--- src/rtl/ldo_seq_pkg.sv ---
// Package: shared encodings for the LDO start-up sequencer.
// Assumes: 2-bit current-limit select is decoded by the analog limit circuit.
package ldo_seq_pkg;

    // Current-limit select codes, decoded by the analog limit circuit
    typedef enum logic [1:0] {
        ILIM_OFF  = 2'b00,
        ILIM_LOW  = 2'b01,
        ILIM_MID  = 2'b10,
        ILIM_HIGH = 2'b11
    } ilim_e;

    // Sequencer phases
    typedef enum logic [1:0] {
        PH_OFF,
        PH_SOFT,
        PH_RAMP,
        PH_REG
    } phase_e;

    // Flag indices inside the filtered flag vector
    localparam int FLAG_EN   = 0;
    localparam int FLAG_VIN  = 1;
    localparam int FLAG_LO   = 2;
    localparam int FLAG_HI   = 3;
    localparam int NUM_FLAGS = 4;

endpackage

--- src/rtl/ldo_flag_filter.sv ---
// Module: ldo_flag_filter
// Synchronizes one asynchronous comparator flag and passes a new level on
// only after it has been seen unchanged for STABLE_CYCLES consecutive clocks.
// Assumes: SYNC_STAGES >= 2, STABLE_CYCLES >= 1, synchronous active-low reset.
module ldo_flag_filter #(
    parameter int SYNC_STAGES   = 2,
    parameter int STABLE_CYCLES = 4
) (
    input  logic clk,
    input  logic rst_n,
    input  logic raw_i,
    output logic filt_o
);
    localparam int CW = $clog2(STABLE_CYCLES + 1);

    logic [SYNC_STAGES-1:0] sync_q;
    logic [CW-1:0]          cnt_q;
    logic                   synced;

    assign synced = sync_q[SYNC_STAGES-1];

    // Synchronizer chain: shift the raw flag in.
    always_ff @(posedge clk) begin
        if (!rst_n) sync_q <= '0;
        else        sync_q <= {sync_q[SYNC_STAGES-2:0], raw_i};
    end

    // Stability filter: count cycles of disagreement, adopt after enough.
    always_ff @(posedge clk) begin
        if (!rst_n) begin
            cnt_q  <= '0;
            filt_o <= 1'b0;
        end else if (synced == filt_o) begin
            cnt_q <= '0;
        end else if (cnt_q == CW'(STABLE_CYCLES - 1)) begin
            cnt_q  <= '0;
            filt_o <= synced;
        end else begin
            cnt_q <= cnt_q + 1'b1;
        end
    end
endmodule

--- src/rtl/ldo_seq_fsm.sv ---
// Module: ldo_seq_fsm
// Phase machine for the LDO start-up. It climbs one phase at a time as the
// output thresholds are crossed, never steps down, and returns to off as
// soon as the start condition is lost.
// Assumes: inputs are already synchronized and filtered.
module ldo_seq_fsm
    import ldo_seq_pkg::*;
(
    input  logic   clk,
    input  logic   rst_n,
    input  logic   go_i,
    input  logic   vout_lo_i,
    input  logic   vout_hi_i,
    output phase_e phase_o
);
    phase_e phase_q, phase_d;

    // Next-phase logic: upward only, off whenever the start condition drops.
    always_comb begin
        phase_d = phase_q;
        if (!go_i) begin
            phase_d = PH_OFF;
        end else begin
            unique case (phase_q)
                PH_OFF:  phase_d = PH_SOFT;
                PH_SOFT: if (vout_lo_i || vout_hi_i) phase_d = PH_RAMP;
                PH_RAMP: if (vout_hi_i) phase_d = PH_REG;
                PH_REG:  phase_d = PH_REG;
                default: phase_d = PH_OFF;
            endcase
        end
    end

    // Phase register.
    always_ff @(posedge clk) begin
        if (!rst_n) phase_q <= PH_OFF;
        else        phase_q <= phase_d;
    end

    assign phase_o = phase_q;
endmodule

--- src/rtl/ldo_seq_outdec.sv ---
// Module: ldo_seq_outdec
// Decodes the sequencer phase into the LDO enable, the current-limit select
// and the switcher inhibit.
// Assumes: phase input comes straight from a register (outputs glitch-free
// enough for slow analog controls).
module ldo_seq_outdec
    import ldo_seq_pkg::*;
(
    input  phase_e     phase_i,
    output logic       ldo_en_o,
    output logic [1:0] ilim_sel_o,
    output logic       pwm_inhibit_o
);
    // Phase to output decode.
    always_comb begin
        ldo_en_o      = 1'b1;
        pwm_inhibit_o = 1'b1;
        ilim_sel_o    = ILIM_OFF;
        unique case (phase_i)
            PH_OFF:  ldo_en_o = 1'b0;
            PH_SOFT: ilim_sel_o = ILIM_LOW;
            PH_RAMP: ilim_sel_o = ILIM_MID;
            PH_REG: begin
                ilim_sel_o    = ILIM_HIGH;
                pwm_inhibit_o = 1'b0;
            end
            default: ldo_en_o = 1'b0;
        endcase
    end
endmodule

--- src/rtl/ldo_startup_seq.sv ---
// Module: ldo_startup_seq (top)
// LDO start-up current-limit sequencer: filters the four comparator flags,
// runs the phase machine and decodes the analog control outputs.
// Assumes: all four flag inputs are asynchronous; synchronous active-low reset.
module ldo_startup_seq
    import ldo_seq_pkg::*;
#(
    parameter int SYNC_STAGES   = 2,
    parameter int STABLE_CYCLES = 4
) (
    input  logic       clk,
    input  logic       rst_n,
    input  logic       en_pin_i,
    input  logic       vin_ok_i,
    input  logic       vout_lo_i,
    input  logic       vout_90_i,
    output logic       ldo_en_o,
    output logic [1:0] ilim_sel_o,
    output logic       pwm_inhibit_o
);
    logic [NUM_FLAGS-1:0] raw_flags;
    logic [NUM_FLAGS-1:0] filt_flags;
    logic                 go_filt;
    phase_e               phase;

    assign raw_flags[FLAG_EN]  = en_pin_i;
    assign raw_flags[FLAG_VIN] = vin_ok_i;
    assign raw_flags[FLAG_LO]  = vout_lo_i;
    assign raw_flags[FLAG_HI]  = vout_90_i;

    // One synchronizer and filter per comparator flag.
    for (genvar i = 0; i < NUM_FLAGS; i++) begin : g_flag
        ldo_flag_filter #(
            .SYNC_STAGES  (SYNC_STAGES),
            .STABLE_CYCLES(STABLE_CYCLES)
        ) u_filt (
            .clk   (clk),
            .rst_n (rst_n),
            .raw_i (raw_flags[i]),
            .filt_o(filt_flags[i])
        );
    end

    assign go_filt = filt_flags[FLAG_EN] & filt_flags[FLAG_VIN];

    ldo_seq_fsm u_fsm (
        .clk      (clk),
        .rst_n    (rst_n),
        .go_i     (go_filt),
        .vout_lo_i(filt_flags[FLAG_LO]),
        .vout_hi_i(filt_flags[FLAG_HI]),
        .phase_o  (phase)
    );

    ldo_seq_outdec u_dec (
        .phase_i      (phase),
        .ldo_en_o     (ldo_en_o),
        .ilim_sel_o   (ilim_sel_o),
        .pwm_inhibit_o(pwm_inhibit_o)
    );
endmodule

--- config.mk ---
export PLATFORM = sky130hd
export DESIGN_NAME = ldo_startup_seq
export DESIGN_NICKNAME = d
export VERILOG_FILES = /design/src/rtl/ldo_seq_pkg.sv /design/src/rtl/ldo_flag_filter.sv /design/src/rtl/ldo_seq_fsm.sv /design/src/rtl/ldo_seq_outdec.sv /design/src/rtl/ldo_startup_seq.sv
export SDC_FILE = /design/constraint.sdc
export NUM_CORES = 1
export LEC_CHECK = 0
export BUFFER_PORTS_ARGS = -buffer_cell sky130_fd_sc_hd__buf_2
export CAP_MARGIN = 20
export CORE_AREA = 2 2 44 46
export DETAILED_ROUTE_END_ITERATION = 10
export DIE_AREA = 0 0 46 48
export PLACE_DENSITY = 0.76
export SKIP_CTS_REPAIR_TIMING = 1
export SLEW_MARGIN = 10
export SYNTH_ARGS = -nofsm -noshare
export SYNTH_HDL_FRONTEND = slang
export SYNTH_SLANG_ARGS = --single-unit
--- constraint.sdc ---
create_clock -name clk -period 1.91 [get_ports clk]
set_input_delay 0.382 -clock clk [delete_from_list [all_inputs] [get_ports clk]]
set_output_delay 0.382 -clock clk [all_outputs]
set_load 0.05 [all_outputs]
# Word level (Yosys, flattened, before mapping)
# Cells that the tools add are included.
# word_totals
regBits	26
input_bits	6
out_inout_bits	4
word_cells	54
# op_classes
n_addsub	4
eq_ne	13
muxes	6
n_bitwise	6
n_reduce_logical	12
# ops
op	count
$add A3 B1 Y3 const B	4
$eq A3 B2 Y1 const B	4
$reduce_and A2 Y1	6
$reduce_or A3 Y1	4
$pmux W2 S4	1
$pmux W2 S3	1
$not A1 Y1	5
$eq A1 B1 Y1	4
$eq A2 B2 Y1 const B	2
$mux W2	2
$ne A2 B2 Y1 const B	2
$eq A2 B1 Y1 const B	1
$logic_not A2 Y1	1
$mux W1	2
$and A1 B1 Y1	1
$logic_or A1 B1 Y1	1

# Longest topological paths before layout
# depth
depth_word	3
depth_mapped	4
ltp_nobuf	4

# By module
# Synthesis repeated with hierarchy kept, for this count alone.
# unflattened
cells_unflattened	82
hier_area_um2	969.7
# modules_own_cells
mod	n_inst	cells_each	area_each_um2	seq_area_each_um2
ldo_flag_filter	4	17	216.5	120.1
ldo_seq_fsm	1	9	80.1	40.0
ldo_seq_outdec	1	4	17.5	0.0
ldo_startup_seq	1	1	6.3	0.0

# Worst setup path before layout
# Ideal clock, no wire load.
# synth_path
path_kind	register to output
start	register u_fsm.phase_q[0], in the netlist u_fsm.phase_o[0]
end	output ilim_sel_o[0]
arrival_ns	0.827
required_ns	1.528
slack_ns	0.701
stages_incl_launch_ff	2
path_buffers	1
path_cell_list	dfxtp_1 > clkbuf_1
# synth_via
elab_chain_cells	2
elab_cells_between_ends	4
cone_classes	eq/ne: 3; mux: 1
# synth_lines
item	line	source
start: declaration	ldo_seq_fsm.sv:16	phase_e phase_q, phase_d;
start signal: assignment	ldo_seq_fsm.sv:37	else phase_q <= phase_d;
$eq A2 B2 Y1 / $eq A2 B1 Y1 (equally long branches)	ldo_seq_outdec.sv:19	unique case (phase_i)
$pmux W2 S3 *	ldo_seq_outdec.sv:19	
end: declaration	ldo_startup_seq.sv:18	output logic [1:0] ilim_sel_o,
# Mark *: on every way between the ends. The rest lies on a longest branch, timed or not.

# Worst setup path in the final report
# layout_path
start	register u_fsm.phase_q[0], in the netlist u_fsm.phase_o[0]
end	output ldo_en_o
# layout_via
elab_chain_cells	2
# layout_lines
item	line	source
$logic_not A2 Y1	ldo_seq_outdec.sv:19	
$mux W1	ldo_seq_outdec.sv:19	
end: declaration	ldo_startup_seq.sv:17	output logic ldo_en_o,
# Every way passes these cells.

==> metrics.json <==
{
  "tritoncts": {"value": "done"},
  "routed_len_inst": {"value": 9.75, "unit": "um"},
  "crit-reg2reg-launch": {"value": "g_flag[0].u_filt.cnt_q[0]"},
  "flow.area_growth_from_synthesis": {"value": 9.46, "unit": "%"},
  "final_period_minus_worst_setup_slack": {"value": 1.56, "unit": "ns"},
  "grt_busiest_layer": {"value": "met2"},
  "synth.yosys.warnings": {"value": 0},
  "critical-path-slowest-cell": {"value": "sky130_fd_sc_hd__dfxtp_1"},
  "p_seq_frac": {"value": 0.663},
  "maxSlewViolCount": {"value": 0},
  "timing.critical_path.required": {"value": 1.53, "unit": "ns"},
  "floorplan.initialDensity": {"value": 0.564},
  "start_point_of_the_worst_min_delay_path": {"value": "vout_90_i"},
  "post_synth_xor_area_fraction": {"value": 0.0368},
  "clock_power_share": {"value": 0.306},
  "design.portCount": {"value": 10},
  "viasPerCell": {"value": 4.96},
  "drt-pass1-iter-count": {"value": 2},
  "worstPathMaxFanout": {"value": 6},
  "setup_total_negative_slack": {"value": 0, "unit": "ns"},
  "grt_setup_unrepaired": {"value": "no"},
  "route.antenna.remaining_nets": {"value": 0},
  "hold-path-endpoint": {"value": "g_flag[3].u_filt.sync_q[0]"},
  "share_comb_of_total_power": {"value": 0.031},
  "timing.final.crit_share": {"value": 0.818},
  "status": {"value": "finished, final reports clean"},
  "synth.distinct_cells": {"value": 20},
  "post-place-ws": {"value": 0.690, "unit": "ns"},
  "vias": {"value": 561},
  "drc": {"value": 0},
  "p_sw_frac": {"value": 0.188},
  "finish.net_count": {"value": 111},
  "floorplan.die.width": {"value": 46, "unit": "um"},
  "post_synth_and_or_nand_nor_area_fraction": {"value": 0.208},
  "report.final.setup_viol": {"value": 0},
  "number_of_maximum_capacitance_violations": {"value": 0},
  "internal_power": {"value": 0.682, "unit": "mW"},
  "clkSlewWorstSetupHoldPaths": {"value": 0.13, "unit": "ns"},
  "critPathMaxStageDelay": {"value": 0.37, "unit": "ns"},
  "met2_layer_usage_reported_by_global_route": {"value": 0.211},
  "grt_pass1_wl": {"value": 2000, "unit": "um"},
  "globalplace.congestion": {"value": 0.683},
  "fmax": {"value": 0.640, "unit": "GHz"},
  "critPathArrivalTime": {"value": 1.18, "unit": "ns"},
  "setup_ws": {"value": 0.348, "unit": "ns"},
  "grt_use_met1": {"value": 0.160},
  "final_instance_area": {"value": 1040, "unit": "um^2"},
  "drt_iter0_drc": {"value": 1},
  "synth_enable_flop_cells": {"value": 0},
  "clock_latency": {"value": 0.30, "unit": "ns"},
  "synth_mux_area_frac": {"value": 0.0420},
  "routed_wl": {"value": 1100, "unit": "um"},
  "setup.reg_to_reg.worst_slack": {"value": 0.69, "unit": "ns"},
  "core-area": {"value": 1690, "unit": "um^2"},
  "synth_cells": {"value": 86},
  "report.final.hold_viol_count": {"value": 0},
  "avgSynthCellArea": {"value": 11.1, "unit": "um^2"},
  "postSynthRegisterBits": {"value": 26},
  "power-per-cell-area": {"value": 806, "unit": "nW/um^2"},
  "row_count": {"value": 15},
  "worst_clock_skew": {"value": 0.00426, "unit": "ns"},
  "timing.critical_path.cells": {"value": "or2_2 -> buf_2"},
  "track_usage": {"value": 0.126},
  "post_synth_main_area_contributors": {"value": "sky130_fd_sc_hd__dfxtp_1 55%, sky130_fd_sc_hd__ha_1 11%, sky130_fd_sc_hd__and2_1 5.3%"},
  "antenna_found_initial": {"value": 0},
  "yosys.area.top_type": {"value": "sky130_fd_sc_hd__dfxtp_1"},
  "clock_sinks": {"value": 26},
  "num_antenna_cells": {"value": 0},
  "clock_tree.root_cell": {"value": "sky130_fd_sc_hd__clkbuf_4"},
  "dieHeight": {"value": 48, "unit": "um"},
  "placed_cells_incl_taps": {"value": 109},
  "synth-seq-area-share": {"value": 0.547},
  "worst_hold_path.num_cells": {"value": 2},
  "grt_start_max_net_pins": {"value": 18},
  "clock_tree.htree_level_count": {"value": 1},
  "clock_path_buffers": {"value": 2},
  "synth-main-ff-cell": {"value": "sky130_fd_sc_hd__dfxtp_1"},
  "timing.critical_path.from_type": {"value": "flop"},
  "global_route_met3_utilization": {"value": 0.0226},
  "port_buffers": {"value": 9},
  "synth_area": {"value": 952, "unit": "um^2"},
  "cts_buffers": {"value": 3},
  "synth-compound-area-share": {"value": 0.0289},
  "post_detail_place_hpwl": {"value": 866, "unit": "um"},
  "layout-drive-gt1-share": {"value": 0.156},
  "synth_top_family_by_area": {"value": "simple AND/OR/NAND/NOR gates"},
  "yosys.area_share.adder": {"value": 0.105},
  "synthArstFlopShare": {"value": 0},
  "grt.overflow.total": {"value": 0},
  "synth_fp_nets": {"value": 100},
  "normalized_max_slew_margin": {"value": 0.795},
  "post_dp_cell_area": {"value": 1010, "unit": "um^2"},
  "hp-class": {"value": "input pin to flop"},
  "grt_pass1_vias": {"value": 501},
  "synth_top_cell_area_share": {"value": 0.547},
  "post-synth-top-count-cell": {"value": "sky130_fd_sc_hd__dfxtp_1"},
  "ir_worst_vdd": {"value": 0.000591, "unit": "V"},
  "worstRegToRegCells": {"value": 4},
  "setup.worst_path.class": {"value": "flop to primary output"},
  "switching_power": {"value": 0.158, "unit": "mW"},
  "worst_setup_path_end_kind": {"value": "primary output"},
  "worstMarginPinSlew": {"value": 0.305, "unit": "ns"},
  "final_cells": {"value": 113},
  "top_cells_by_count_synth": {"value": "26 x sky130_fd_sc_hd__dfxtp_1, 8 x sky130_fd_sc_hd__and2_1, 8 x sky130_fd_sc_hd__ha_1, 8 x sky130_fd_sc_hd__nor3_1, 5 x sky130_fd_sc_hd__inv_1"},
  "worstReg2RegEnd": {"value": "g_flag[0].u_filt.cnt_q[0]"},
  "fin_total_pwr": {"value": 0.840, "unit": "mW"},
  "standby_leakage_power": {"value": 0.418, "unit": "nW"},
  "area_of_the_die": {"value": 2210, "unit": "um^2"}
}
[state kept, by name, indices dropped and copies added (netlist names)]
| name | cells |
|---|---|
| g_flag.u_filt.cnt_q | 12 |
| g_flag.u_filt.sync_q | 8 |
| g_flag.u_filt.filt_o | 4 |
| u_fsm.phase_o | 2 |
[metrics by stage]
stage / util / hold WS (ns)
after floorplan: - / 0.408
after global placement: 0.596 / 0.416
after detailed placement: 0.596 / 0.422
after CTS: 0.617 / 0.265
after global routing: 0.617 / 0.255
final: 0.617 / 0.275
[power by group through the flow]
| stage | logic, mW | clock network [mW] | registers (mW) |
|---|---|---|---|
| after floorplan | 0.0184 | 0 | 0.568 |
| after global placement | 0.0260 | 0 | 0.569 |
| after detailed placement | 0.0268 | 0 | 0.569 |
| after CTS | 0.0269 | 0.271 | 0.557 |
| after global routing | 0.0306 | 0.292 | 0.559 |
| final | 0.0264 | 0.257 | 0.557 |
[cell usage in the layout, fill, tap and decap left out]
cell type                  Yosys  layout
sky130_fd_sc_hd__xnor2_1       4       4
sky130_fd_sc_hd__nor3_1        8       8
sky130_fd_sc_hd__a211oi_1      1       1
sky130_fd_sc_hd__inv_1         5       5
sky130_fd_sc_hd__clkbuf_4      0       3
sky130_fd_sc_hd__nor3b_2       1       1
sky130_fd_sc_hd__a21oi_1       1       1
sky130_fd_sc_hd__nor3b_1       4       4
sky130_fd_sc_hd__clkbuf_8      0       1
sky130_fd_sc_hd__o21ai_0       1       1
sky130_fd_sc_hd__ha_1          8       8
sky130_fd_sc_hd__o21ba_1       1       1
sky130_fd_sc_hd__and2_1        8       8
sky130_fd_sc_hd__nand2b_1      4       4
sky130_fd_sc_hd__or2_2         1       1
sky130_fd_sc_hd__mux2i_1       4       4
sky130_fd_sc_hd__nand3_1       1       1
sky130_fd_sc_hd__nor2b_1       4       4
sky130_fd_sc_hd__nand2_1       1       1
sky130_fd_sc_hd__buf_2         0       9
sky130_fd_sc_hd__dfxtp_1      26      26
[layer usage]
layer,share of wire,vias to the layer above
li1,-,304
met1,0.50,246
met2,0.46,9
met3,0.032,2
met4,0.012,0
met5,0,-
[kinds of logic after synthesis]
family / after synthesis
AOI/OAI and AO/OA: 4
xor gates and xnor gates: 4
adders and majority gates: 8
buffers and inverters: 8
DFF: 26
muxes: 4
and+or+nand+nor: 32
[worst max path at each step]
stage,startpoint,endpoint,depth (start not counted)
final,u_fsm.phase_o[0],ldo_en_o,2
after global routing,u_fsm.phase_o[0],ldo_en_o,2
after CTS,u_fsm.phase_o[0],ldo_en_o,2
after detailed placement,u_fsm.phase_o[0],ldo_en_o,2
after global placement,u_fsm.phase_o[0],ldo_en_o,2
after floorplan,u_fsm.phase_o[0],ilim_sel_o[0],1
[cell type report]
| type | instances | area, um^2 |
|---|---|---|
| fillers | 142 | 647 |
| inverters | 5 | 18.8 |
| repair buffers | 9 | 45.0 |
| multi-input cells | 52 | 400 |
| well taps | 17 | 21.3 |
| flip-flops and latches | 26 | 520 |
| clock buffers | 4 | 36.3 |
[worst max-delay path: cells and delay by family, from the launching register on]
family	cells	cell delay (ns)
flip-flops	1	0.37
buffers and inverters	1	0.21
AND/OR/NAND/NOR	1	0.30
Power figures use the tool's default switching activity.
